<file path="config.mk">
export PLATFORM = sky130hd
export DESIGN_NAME = smb_regport
export DESIGN_NICKNAME = d
export VERILOG_FILES = /design/src/rtl/smb_pkg.sv /design/src/rtl/smb_edge.sv /design/src/rtl/smb_regfile.sv /design/src/rtl/smb_link.sv /design/src/rtl/smb_regport.sv
export SDC_FILE = /design/constraint.sdc
export NUM_CORES = 1
export LEC_CHECK = 0
export BUFFER_PORTS_ARGS = -buffer_cell sky130_fd_sc_hd__buf_2
export CAP_MARGIN = 10
export CORE_MARGIN = 3
export CORE_UTILIZATION = 63
export DETAILED_ROUTE_END_ITERATION = 10
export GPL_TIMING_DRIVEN = 0
export PLACE_DENSITY = 0.79
export RECOVER_POWER = 50
export SYNTH_ARGS = -nofsm -noshare
export SYNTH_HDL_FRONTEND = slang
export SYNTH_SLANG_ARGS = --single-unit
</file>
<file path="constraint.sdc">
create_clock -name clk -period 3.3 [get_ports clk]
set_clock_uncertainty 0.05 [all_clocks]
set_input_delay 0.165 -clock clk [delete_from_list [all_inputs] [get_ports clk]]
set_output_delay 0.165 -clock clk [all_outputs]
set_load 0.02 [all_outputs]
</file>
<file path="src/rtl/smb_pkg.sv">
package smb_pkg;

   localparam int WORD_W = 16;

   typedef enum logic [2:0] {
      ST_IDLE,
      ST_ADDR,
      ST_CMD,
      ST_WLO,
      ST_WHI,
      ST_TX,
      ST_DONE
   } smb_st_e;

   typedef struct packed {
      logic start;
      logic stop;
      logic rise;
      logic fall;
      logic sda;
   } bus_ev_t;

endpackage

</file>
<file path="src/rtl/smb_edge.sv">
module smb_edge
   import smb_pkg::*;
#(
   parameter int SYNC_STAGES = 2
) (
   input  logic    clk,
   input  logic    rst_n,
   input  logic    scl_i,
   input  logic    sda_i,
   output logic    scl_s,
   output bus_ev_t ev
);

   localparam int MSB = SYNC_STAGES - 1;

   logic [MSB:0] scl_sy, sda_sy;
   logic         scl_d, sda_d, sda_s;

   generate
      if (SYNC_STAGES < 2) begin : g_bad_sync
         $error("smb_edge: SYNC_STAGES must be at least 2");
      end
   endgenerate

   always_ff @(posedge clk) begin
      if (!rst_n) begin
         scl_sy <= '1;
         sda_sy <= '1;
         scl_d  <= 1'b1;
         sda_d  <= 1'b1;
      end else begin
         scl_sy <= {scl_sy[MSB-1:0], scl_i};
         sda_sy <= {sda_sy[MSB-1:0], sda_i};
         scl_d  <= scl_sy[MSB];
         sda_d  <= sda_sy[MSB];
      end
   end

   assign scl_s = scl_sy[MSB];
   assign sda_s = sda_sy[MSB];

   always_comb begin
      ev.rise  = scl_s & ~scl_d;
      ev.fall  = ~scl_s & scl_d;
      ev.start = scl_s & scl_d & sda_d & ~sda_s;
      ev.stop  = scl_s & scl_d & ~sda_d & sda_s;
      ev.sda   = sda_s;
   end

endmodule

</file>
<file path="src/rtl/smb_regfile.sv">
module smb_regfile
   import smb_pkg::*;
#(
   parameter int                 NUM_WORDS = 4,
   parameter int                 AW        = 2,
   parameter logic [WORD_W-1:0]  WORD_RST  = 16'hA500,
   parameter int                 BLK_LEN   = 6,
   parameter logic [7:0]         BLK_SEED  = 8'h30,
   parameter logic [7:0]         BLK_STEP  = 8'h07
) (
   input  logic              clk,
   input  logic              rst_n,
   input  logic              we,
   input  logic [AW-1:0]     waddr,
   input  logic [WORD_W-1:0] wdata,
   input  logic [AW-1:0]     raddr,
   input  logic [7:0]        bidx,
   output logic [WORD_W-1:0] rword,
   output logic [7:0]        bbyte
);

   logic [WORD_W-1:0] regs [NUM_WORDS];
   logic [7:0]        blk_mem [BLK_LEN];

   always_ff @(posedge clk) begin
      for (int i = 0; i < NUM_WORDS; i++) begin
         if (!rst_n)
            regs[i] <= WORD_RST + WORD_W'(i);
         else if (we && waddr == AW'(i))
            regs[i] <= wdata;
      end
   end

   generate
      for (genvar k = 0; k < BLK_LEN; k++) begin : g_blk
         assign blk_mem[k] = BLK_SEED + 8'(k) * BLK_STEP;
      end
   endgenerate

   always_comb begin
      rword = '0;
      for (int i = 0; i < NUM_WORDS; i++)
         if (raddr == AW'(i)) rword = regs[i];
   end

   always_comb begin
      bbyte = 8'hFF;
      for (int k = 0; k < BLK_LEN; k++)
         if (bidx == 8'(k)) bbyte = blk_mem[k];
   end

endmodule

</file>
<file path="src/rtl/smb_link.sv">
module smb_link
   import smb_pkg::*;
#(
   parameter logic [6:0] ADDR7     = 7'h0B,
   parameter int         NUM_WORDS = 4,
   parameter int         AW        = 2,
   parameter logic [7:0] BLK_CMD   = 8'h20,
   parameter int         BLK_LEN   = 6
) (
   input  logic              clk,
   input  logic              rst_n,
   input  logic              en,
   input  bus_ev_t           ev,
   input  logic [WORD_W-1:0] rword,
   input  logic [7:0]        bbyte,
   output logic              we,
   output logic [AW-1:0]     waddr,
   output logic [AW-1:0]     raddr,
   output logic [WORD_W-1:0] wdata,
   output logic [7:0]        bidx,
   output logic              sda_oe,
   output smb_st_e           st,
   output logic [3:0]        bcnt
);

   localparam logic [7:0] NW8      = 8'(NUM_WORDS);
   localparam logic [7:0] BLK_LEN8 = 8'(BLK_LEN);

   smb_st_e    nst, nxt;
   logic [7:0] shreg, txb, cmd, lo, txi, byte_sel;
   logic       have_cmd, is_blk, oe, acc;

   assign waddr  = cmd[AW-1:0];
   assign raddr  = cmd[AW-1:0];
   assign bidx   = txi - 8'd1;
   assign sda_oe = oe;

   // next byte to send, indexed by txi
   always_comb begin
      if (is_blk)
         byte_sel = (txi == 8'd0) ? BLK_LEN8 : bbyte;
      else if (txi == 8'd0)
         byte_sel = rword[7:0];
      else if (txi == 8'd1)
         byte_sel = rword[15:8];
      else
         byte_sel = 8'hFF;
   end

   // accept decision for a completed received byte
   always_comb begin
      acc = 1'b0;
      nxt = ST_DONE;
      case (st)
         ST_ADDR: if (shreg[7:1] == ADDR7 && (!shreg[0] || have_cmd)) begin
            acc = 1'b1;
            nxt = shreg[0] ? ST_TX : ST_CMD;
         end
         ST_CMD: if (shreg < NW8 || shreg == BLK_CMD) begin
            acc = 1'b1;
            nxt = ST_WLO;
         end
         ST_WLO: if (!is_blk) begin
            acc = 1'b1;
            nxt = ST_WHI;
         end
         ST_WHI: begin
            acc = 1'b1;
            nxt = ST_DONE;
         end
         default: ;
      endcase
   end

   always_ff @(posedge clk) begin
      if (!rst_n) begin
         st <= ST_IDLE;   nst <= ST_IDLE;
         bcnt <= '0;      oe <= 1'b0;     we <= 1'b0;
         shreg <= '0;     txb <= '1;      cmd <= '0;
         lo <= '0;        txi <= '0;      wdata <= '0;
         have_cmd <= 1'b0; is_blk <= 1'b0;
      end else if (!en) begin
         st <= ST_IDLE;
         bcnt <= '0;
         oe <= 1'b0;
         we <= 1'b0;
         have_cmd <= 1'b0;
      end else begin
         we <= 1'b0;
         if (ev.start) begin
            st <= ST_ADDR;
            bcnt <= '0;
            oe <= 1'b0;
         end else if (ev.stop) begin
            st <= ST_IDLE;
            oe <= 1'b0;
            have_cmd <= 1'b0;
         end else begin
            case (st)
               ST_ADDR, ST_CMD, ST_WLO, ST_WHI: begin
                  if (ev.rise && bcnt < 4'd8) begin
                     shreg <= {shreg[6:0], ev.sda};
                     bcnt  <= bcnt + 4'd1;
                  end
                  if (ev.fall && bcnt == 4'd8) begin
                     if (acc) begin
                        oe   <= 1'b1;
                        bcnt <= 4'd9;
                        nst  <= nxt;
                        case (st)
                           ST_ADDR: begin
                              txi <= '0;
                              if (!shreg[0]) have_cmd <= 1'b0;
                           end
                           ST_CMD: begin
                              cmd      <= shreg;
                              have_cmd <= 1'b1;
                              is_blk   <= (shreg == BLK_CMD);
                           end
                           ST_WLO:  lo <= shreg;
                           default: begin
                              we    <= 1'b1;
                              wdata <= {shreg, lo};
                           end
                        endcase
                     end else begin
                        st   <= ST_DONE;
                        bcnt <= '0;
                     end
                  end else if (ev.fall && bcnt == 4'd9) begin
                     bcnt <= '0;
                     st   <= nst;
                     if (nst == ST_TX) begin
                        txb <= byte_sel;
                        oe  <= ~byte_sel[7];
                        txi <= txi + 8'd1;
                     end else begin
                        oe <= 1'b0;
                     end
                  end
               end
               ST_TX: begin
                  if (ev.rise && bcnt == 4'd8 && ev.sda) st <= ST_DONE;
                  if (ev.fall) begin
                     if (bcnt < 4'd7) begin
                        bcnt <= bcnt + 4'd1;
                        txb  <= {txb[6:0], 1'b1};
                        oe   <= ~txb[6];
                     end else if (bcnt == 4'd7) begin
                        oe   <= 1'b0;
                        bcnt <= 4'd8;
                     end else begin
                        txb  <= byte_sel;
                        oe   <= ~byte_sel[7];
                        txi  <= txi + 8'd1;
                        bcnt <= '0;
                     end
                  end
               end
               default: ;
            endcase
         end
      end
   end

endmodule

</file>
<file path="src/rtl/smb_regport.sv">
module smb_regport
   import smb_pkg::*;
#(
   parameter logic [6:0]        ADDR7       = 7'h0B,
   parameter int                NUM_WORDS   = 4,
   parameter logic [WORD_W-1:0] WORD_RST    = 16'hA500,
   parameter logic [7:0]        BLK_CMD     = 8'h20,
   parameter int                BLK_LEN     = 6,
   parameter logic [7:0]        BLK_SEED    = 8'h30,
   parameter logic [7:0]        BLK_STEP    = 8'h07,
   parameter int                SYNC_STAGES = 2
) (
   input  logic clk,
   input  logic rst_n,
   input  logic en,
   input  logic scl_i,
   input  logic sda_i,
   output logic sda_oe
);

   localparam int AW = $clog2(NUM_WORDS);

   generate
      if (NUM_WORDS < 2 || NUM_WORDS > 128) begin : g_bad_words
         $error("smb_regport: NUM_WORDS out of range");
      end
      if (int'(BLK_CMD) < NUM_WORDS) begin : g_bad_cmd
         $error("smb_regport: BLK_CMD overlaps word commands");
      end
      if (BLK_LEN < 1 || BLK_LEN > 32) begin : g_bad_len
         $error("smb_regport: BLK_LEN out of range");
      end
   endgenerate

   bus_ev_t           ev;
   logic              scl_sync;
   logic              reg_we;
   logic [AW-1:0]     waddr, raddr;
   logic [WORD_W-1:0] wdata, rword;
   logic [7:0]        bidx, bbyte;
   smb_st_e           link_st;
   logic [3:0]        link_bcnt;

   smb_edge #(.SYNC_STAGES(SYNC_STAGES)) u_edge (
      .clk(clk), .rst_n(rst_n), .scl_i(scl_i), .sda_i(sda_i),
      .scl_s(scl_sync), .ev(ev)
   );

   smb_regfile #(
      .NUM_WORDS(NUM_WORDS), .AW(AW), .WORD_RST(WORD_RST),
      .BLK_LEN(BLK_LEN), .BLK_SEED(BLK_SEED), .BLK_STEP(BLK_STEP)
   ) u_regs (
      .clk(clk), .rst_n(rst_n), .we(reg_we), .waddr(waddr), .wdata(wdata),
      .raddr(raddr), .bidx(bidx), .rword(rword), .bbyte(bbyte)
   );

   smb_link #(
      .ADDR7(ADDR7), .NUM_WORDS(NUM_WORDS), .AW(AW),
      .BLK_CMD(BLK_CMD), .BLK_LEN(BLK_LEN)
   ) u_link (
      .clk(clk), .rst_n(rst_n), .en(en), .ev(ev), .rword(rword), .bbyte(bbyte),
      .we(reg_we), .waddr(waddr), .raddr(raddr), .wdata(wdata), .bidx(bidx),
      .sda_oe(sda_oe), .st(link_st), .bcnt(link_bcnt)
   );

endmodule

</file>
# Word level (Yosys, flattened, before mapping)
# Memories as Yosys holds them, arrays and structs flattened.
# Cells that the tools add are included.
# Widths: inputs -> output; s select.
word_totals:
  register_bits: 69
  mem_bits_rw: 64
  mem_count: 1
memory_table:
  columns: ["memory", "depth", "width", "rd", "rd_ports_with_merged_regs", "write_ports", "line", "source"]
  rows:
  - ["u_regs.regs", 4, 16, 4, 0, 4, "smb_regfile.sv:22", "logic [WORD_W-1:0] regs [NUM_WORDS];"]
classes:
  add_sub_neg: 3
  magnitude_cmp: 3
  eq_ne: 38
  muxes: 86
  bitwise_logic: 25
  reduce_logical: 40
ops:
  columns: ["operator", "count"]
  rows:
  - ["$mux 8", 18]
  - ["$mux 16", 8]
  - ["$mux 7", 6]
  - ["$mux 1", 31]
  - ["$mux 4", 7]
  - ["$mux 3", 7]
  - ["$reduce_and 7->1", 3]
  - ["$eq 8x1->1 const B", 2]
  - ["$eq 8x2->1 const B", 2]
  - ["$eq 8x3->1 const B", 2]
  - ["$logic_not 8->1", 2]
  - ["$pmux 8 s2", 1]
  - ["$reduce_and 4->1", 4]
  - ["$not 1->1", 14]
  - ["$pmux 7 s2", 1]
  - ["$reduce_and 6->1", 2]
  - ["$reduce_and 11->1", 1]
  - ["$logic_and 1x1->1", 10]
  - ["$eq 3x3->1 const B", 3]
  - ["$ne 3x3->1 const B", 3]
  - ["$pmux 3 s3", 1]
  - ["$reduce_and 9->1", 1]
  - ["$add 8x1->8 const B", 1]
  - ["$eq 4x4->1 const B", 2]
  - ["38 further kinds", 63]

# Longest topological paths before layout
logic_depth:
  word_depth: 15
  depth_mapped: 9
  depth_no_buf: 8

# Hierarchy
# From an unflattened synthesis, not the netlist that was laid out.
hier_totals:
  hier_cells: 623
  hier_area_um2: 6732.7
by_module_without_submodules:
  columns: ["mod", "instances", "cells_each", "area_each_um2", "seq_area_each_um2"]
  rows:
  - ["smb_link", 1, 420, 3545.9, 1261.2]
  - ["smb_regfile", 1, 186, 2989.1, 1921.8]
  - ["smb_edge", 1, 17, 197.7, 120.1]

# Worst setup path before layout
# Ideal clock, no wire load.
synth_timing:
  kind: "reg2reg"
  startpoint: "register u_link.cmd[1]"
  endpoint: "memory u_regs.regs[1][0], enable pin"
  setup_time_ns: 0.411
  t_arrival_ns: 2.003
  slack_ns: 0.836
  path_stages_with_launch: 5
  path_buffers: 3
  synth_period_minus_slack_ns: 2.464
  cell_sequence: "dfxtp_1 buf_4 buf_2 clkbuf_1 o21ai_0"
synth_lines:
  columns: ["item", "line", "source"]
  rows:
  - ["from (decl)", "smb_link.sv:30", "logic [7:0] shreg, txb, cmd, lo, txi, byte_sel;"]
  - ["from (signal assigned)", "smb_link.sv:116", "cmd <= shreg;"]
  - ["to (decl)", "smb_regfile.sv:22", null]

# Worst setup path in the final report
layout_timing:
  startpoint: "register u_link.txi[0]"
  endpoint: "register u_link.txb[6]"
layout_between:
  elab_chain_len: 14
  elab_cells_between_ends: 26
layout_lines:
  columns: ["item", "line", "source"]
  rows:
  - ["from (decl)", "smb_link.sv:30", null]
  - ["from (signal assigned)", "smb_link.sv:136", "txi <= txi + 8'd1;"]
  - ["from (signal assigned)", "smb_link.sv:155", "txi <= txi + 8'd1;"]
  - ["$sub 8x1->8", "smb_link.sv:35", "assign bidx = txi - 8'd1;"]
  - ["$logic_not 8->1", "smb_regfile.sv:49", "if (bidx == 8'(k)) bbyte = blk_mem[k];"]
  - ["$mux 8 (6 in a row)", "smb_regfile.sv:49", null]
  - ["$mux 8", "smb_link.sv:41", "byte_sel = (txi == 8'd0) ? BLK_LEN8 : bbyte;"]
  - ["$mux 8 (*)", "smb_link.sv:40", "if (is_blk)"]
  - ["$mux 7 (on tied branches)", "smb_link.sv:149, smb_link.sv:133", null]
  - ["$mux 7 (on tied branches)", "smb_link.sv:145, smb_link.sv:130", null]
  - ["$mux 7 (on tied branches)", "smb_link.sv:144, smb_link.sv:105", null]
  - ["$pmux 7 s2 (*)", "smb_link.sv:99", "case (st)"]
  - ["to (signal assigned)", "smb_link.sv:134", "txb <= byte_sel;"]
  - ["to (signal assigned)", "smb_link.sv:147", "txb <= {txb[6:0], 1'b1};"]
  - ["to (signal assigned)", "smb_link.sv:153", "txb <= byte_sel;"]
  - ["to (decl)", "smb_link.sv:30", null]
# Mark *: on every way between the ends. The rest lies on a longest branch, timed or not. The select of a mux whose other input is x is not followed.
# A chain may end at the register's enable or synchronous reset.

==> run_results.csv <==
group,metric,value,unit
logic_synthesis,synth_top_cell_by_area,"sky130_fd_sc_hd__edfxtp_1",
cells_and_area,final_area,7652,um^2
logic_synthesis,yosysUniqueCellTypes,85,
cts,post_cts_setup_bufs,0,
global_route,initial_antenna_violation_count,0,
global_route,number_of_global_route_vias_before_repair,4996,
sta,period_minus_slack,2697,ps
floorplan,design.die.area,12160,um^2
logic_synthesis,ys_seq_area_frac,0.4821,
cts,clk-insertion-delay-late,540,ps
sta,slew_viol_final,0,
critical_path,cp_cell_sequence,"inv_1 -> ha_1 -> inv_2 -> nand2_1 -> o22ai_1 -> nand2_1 -> a221oi_1 -> o221ai_1",
sta,whs,81.11,ps
min_path,worst_hold_path.num_cells,3,
global_route,grt.overflow.total,0,
floorplan,row_count,37,
critical_path,worst-r2r-cell-count,8,
sta,slew_headroom,0.3391,
logic_synthesis,synth.top_cells.by_area,"sky130_fd_sc_hd__edfxtp_1, sky130_fd_sc_hd__dfxtp_1, sky130_fd_sc_hd__mux4_2, sky130_fd_sc_hd__and2_1, sky130_fd_sc_hd__nand2_1",
logic_synthesis,synth.net_count,670,
cts,cts_repair_resize_count,0,
min_path,hold_path_class,"in -> reg",
drt,first_pass_iters,5,
critical_path,critPathSlowestCell,"sky130_fd_sc_hd__dfxtp_1",
critical_path,worst_r2r_endpoint,"u_link.txb[6]$_SDFFE_PN1P_",
sta,fin_setup_tns,0,ps
drt,drt_first_iter_violations,452,
critical_path,reg2reg_setup_slack,600,ps
cells_and_area,layoutNonFillerInstCount,831,
global_route,largest_net_degree_at_the_start_of_global_routing,17,
min_path,holdCritStartpoint,"rst_n",
cells_and_area,antennaDiodeCount,0,
logic_synthesis,ys.warnings.count,0,
placed_design,post-place-ws,524.1,ps
critical_path,critPathLaunchType,"flip-flop",
sta,final_min_period_over_clock_period,0.8174,
placed_design,detailed_place_hpwl,11050,um
floorplan,ioPinCount,6,
critical_path,critical_path.max_fanout,11,
cells_and_area,final_nets,696,
drt,vias_per_cell,6.310,
cts,cts.htree.levels,4,
placed_design,postPlaceCellArea,7049,um^2
job,maxCapViolCount,0,
drt,drc_errors,0,
critical_path,timing.critical_path.mode_cell,"sky130_fd_sc_hd__nand2_1",
power_and_ir_drop,p_leak,2.687,nW
sta,final-setup-viol-count,0,
logic_synthesis,synth_async_sr_flop_share,0,
placed_design,globalplace.congestion,0.8998,
cts,cts_tree,"built",
critical_path,worst_r2r_src,"u_link.txi[0]$_SDFFE_PN0P_",
sta,fmax,370.7,MHz
drt,drt.antenna.violating_nets,0,
critical_path,critPathArrivalTime,3020,ps
drt,detail_route.wl_per_cell,19.23,um
floorplan,fp.dieW,110.3,um
logic_synthesis,synth_cells,656,
critical_path,worst_path_class_setup,"reg -> reg",
placed_design,placed_cells,796,
placed_design,io_buffers,4,
critical_path,cp-end-kind,"flip-flop",
sta,rsz0062_at_grt,"no",
sta,post-route-worst-setup-slack,602.6,ps
logic_synthesis,post_synth_edffs,64,
floorplan,initial_util,0.6549,
logic_synthesis,yosys_most_used_dff,"sky130_fd_sc_hd__dfxtp_1",
logic_synthesis,most_numerous_cell_in_the_yosys_netlist,"sky130_fd_sc_hd__nand2_1",
sta,worstMarginPinSlew,991.2,ps
drt,finalWirelength,15980,um
critical_path,cp_data_required_time,3620,ps
global_route,grt_pass1_wl,25510,um
global_route,grtUsageTotal,0.2821,
cts,max-clock-path-buffers,2,
cells_and_area,layout-drive-gt1-share,0.1309,
floorplan,die_height,110.3,um
power_and_ir_drop,total_power,3.814,mW
drt,route.vias.total,5244,
cts,clkSinkCount,133,
logic_synthesis,synth.top_cells.by_count,"sky130_fd_sc_hd__nand2_1, sky130_fd_sc_hd__dfxtp_1, sky130_fd_sc_hd__edfxtp_1",
logic_synthesis,synth_top_cell_area_share,0.2805,
cts,clock_tree.root_cell,"sky130_fd_sc_hd__clkbuf_8",
cells_and_area,flow.area_growth_from_synthesis,11.69,%
cts,path_clk_slew,60,ps
critical_path,timing.critical_path.slowest_cell_delay,540,ps
run_status,status,"complete, no violations",
power_and_ir_drop,vdd.ir_drop.worst,0.3662,mV
power_and_ir_drop,power-per-cell-area,498.4,nW/um^2
logic_synthesis,syn-mean-instance-area,10.44,um^2
logic_synthesis,synthesis.area,6852,um^2
cells_and_area,layout.core_utilization,0.7314,
logic_synthesis,ys_seq_elements,133,
sta,final_hold_viols,0,
cts,ctsHoldBuffers,3,
cts,tritoncts.num_buffers,17,
floorplan,floorplan.core_area,10460,um^2
min_path,hold_end,"u_link.txi[6]$_SDFFE_PN0P_",
[where the power goes]
| part | total [mW] | internal (mW) | switching (mW) |
|---|---|---|---|
| clock network | 1.93 | 1.17 | 0.764 |
| registers | 1.77 | 1.76 | 0.0125 |
| logic | 0.110 | 0.0416 | 0.0679 |
| total | 3.81 | 2.97 | 0.845 |
[metal layers]
metal,wire [um],part of all wire,track usage
met5,0,0,0
met3,1026,0.064,0.05824
met1,6907,0.43,0.3730
met4,374,0.023,0.1082
met2,7675,0.48,0.4593
[worst max path at each step]
stage                                from                               to  slack (ps)  cells after the start
2_1_floorplan  u_link.cmd[1]$_SDFFE_PN0P_  u_regs.regs[1][0]$_SDFFCE_PN1P_         840                      4
3_3_place_gp   u_link.cmd[1]$_SDFFE_PN0P_  u_regs.regs[3][3]$_SDFFCE_PN0P_         -60                      4
3_5_place_dp                        rst_n  u_regs.regs[0][3]$_SDFFCE_PN0P_         520                      4
4_1_cts        u_link.txi[0]$_SDFFE_PN0P_       u_link.txb[6]$_SDFFE_PN1P_         650                      8
5_1_grt        u_link.txi[0]$_SDFFE_PN0P_       u_link.txb[6]$_SDFFE_PN1P_         470                      8
6_report       u_link.txi[0]$_SDFFE_PN0P_       u_link.txb[6]$_SDFFE_PN1P_         600                      8
[cells by family (layout without fill, tap and decap cells)]
kind of cell	count (synthesis)	after routing	share of synthesized area
simple gates	298	298	0.2458
flops	133	133	0.4821
compound gates	131	131	0.1417
buf+inv	49	88	0.03196
mux	35	35	0.08072
fa+ha+maj	9	9	0.01644
xor+xnor	1	1	0.001279
[cells in the final DEF (no fill, tap or decap), drive strengths merged, types with 3 or more instances in the layout]
cell type / count
nand2: 74
dfxtp: 69
edfxtp: 64
and2: 48
clkbuf: 44
nor2: 41
o21ai: 28
nor2b: 23
nand2b: 23
a21boi: 21
nand3: 19
or3: 18
inv: 18
mux2i: 17
mux4: 16
a21oi: 15
buf: 13
nor3: 10
ha: 9
o211ai: 9
nand3b: 8
a31oi: 8
o22ai: 7
nor3b: 6
and3: 6
o221ai: 5
clkinv: 5
nand4: 3
or2: 3
o21bai: 3
a221oi: 3
bufinv: 3
dlygate4sd3: 3
o311ai: 3
o221a: 3
a211oi: 3
[sequential cells by signal (all words and copies together), names as in the netlist]
signal and cells:
u_edge.scl_d 1, u_link.st 3, u_link.txi 8, u_link.have_cmd 1, u_link.cmd 2, u_link.nst 3, u_link.shreg 8, u_edge.sda_d 1
u_link.wdata 16, u_regs.regs 64, u_link.txb 7, u_link.sda_oe 1, u_edge.scl_sy 2, u_edge.sda_sy 2, u_link.we 1, u_link.is_blk 1
u_link.bcnt 4, u_link.lo 8
[final cells by class]
cell class,count,area [um^2]
clock buffer,17,414.1
multi-input combinational,474,3311
tap,136,170.2
buffer,36,162.7
sequential,133,3303
timing repair buffer,7,48.80
fill,757,2810
inverter,13,48.80
clock inverter,15,193.9
[critical path, delay by kind of cell (launching register included)]
family	cells	cell delay, ps
compound gates	3	800
flops	1	540
simple gates	2	420
buf+inv	2	390
fa+ha+maj	1	330
Power figures use the tool's default switching activity.
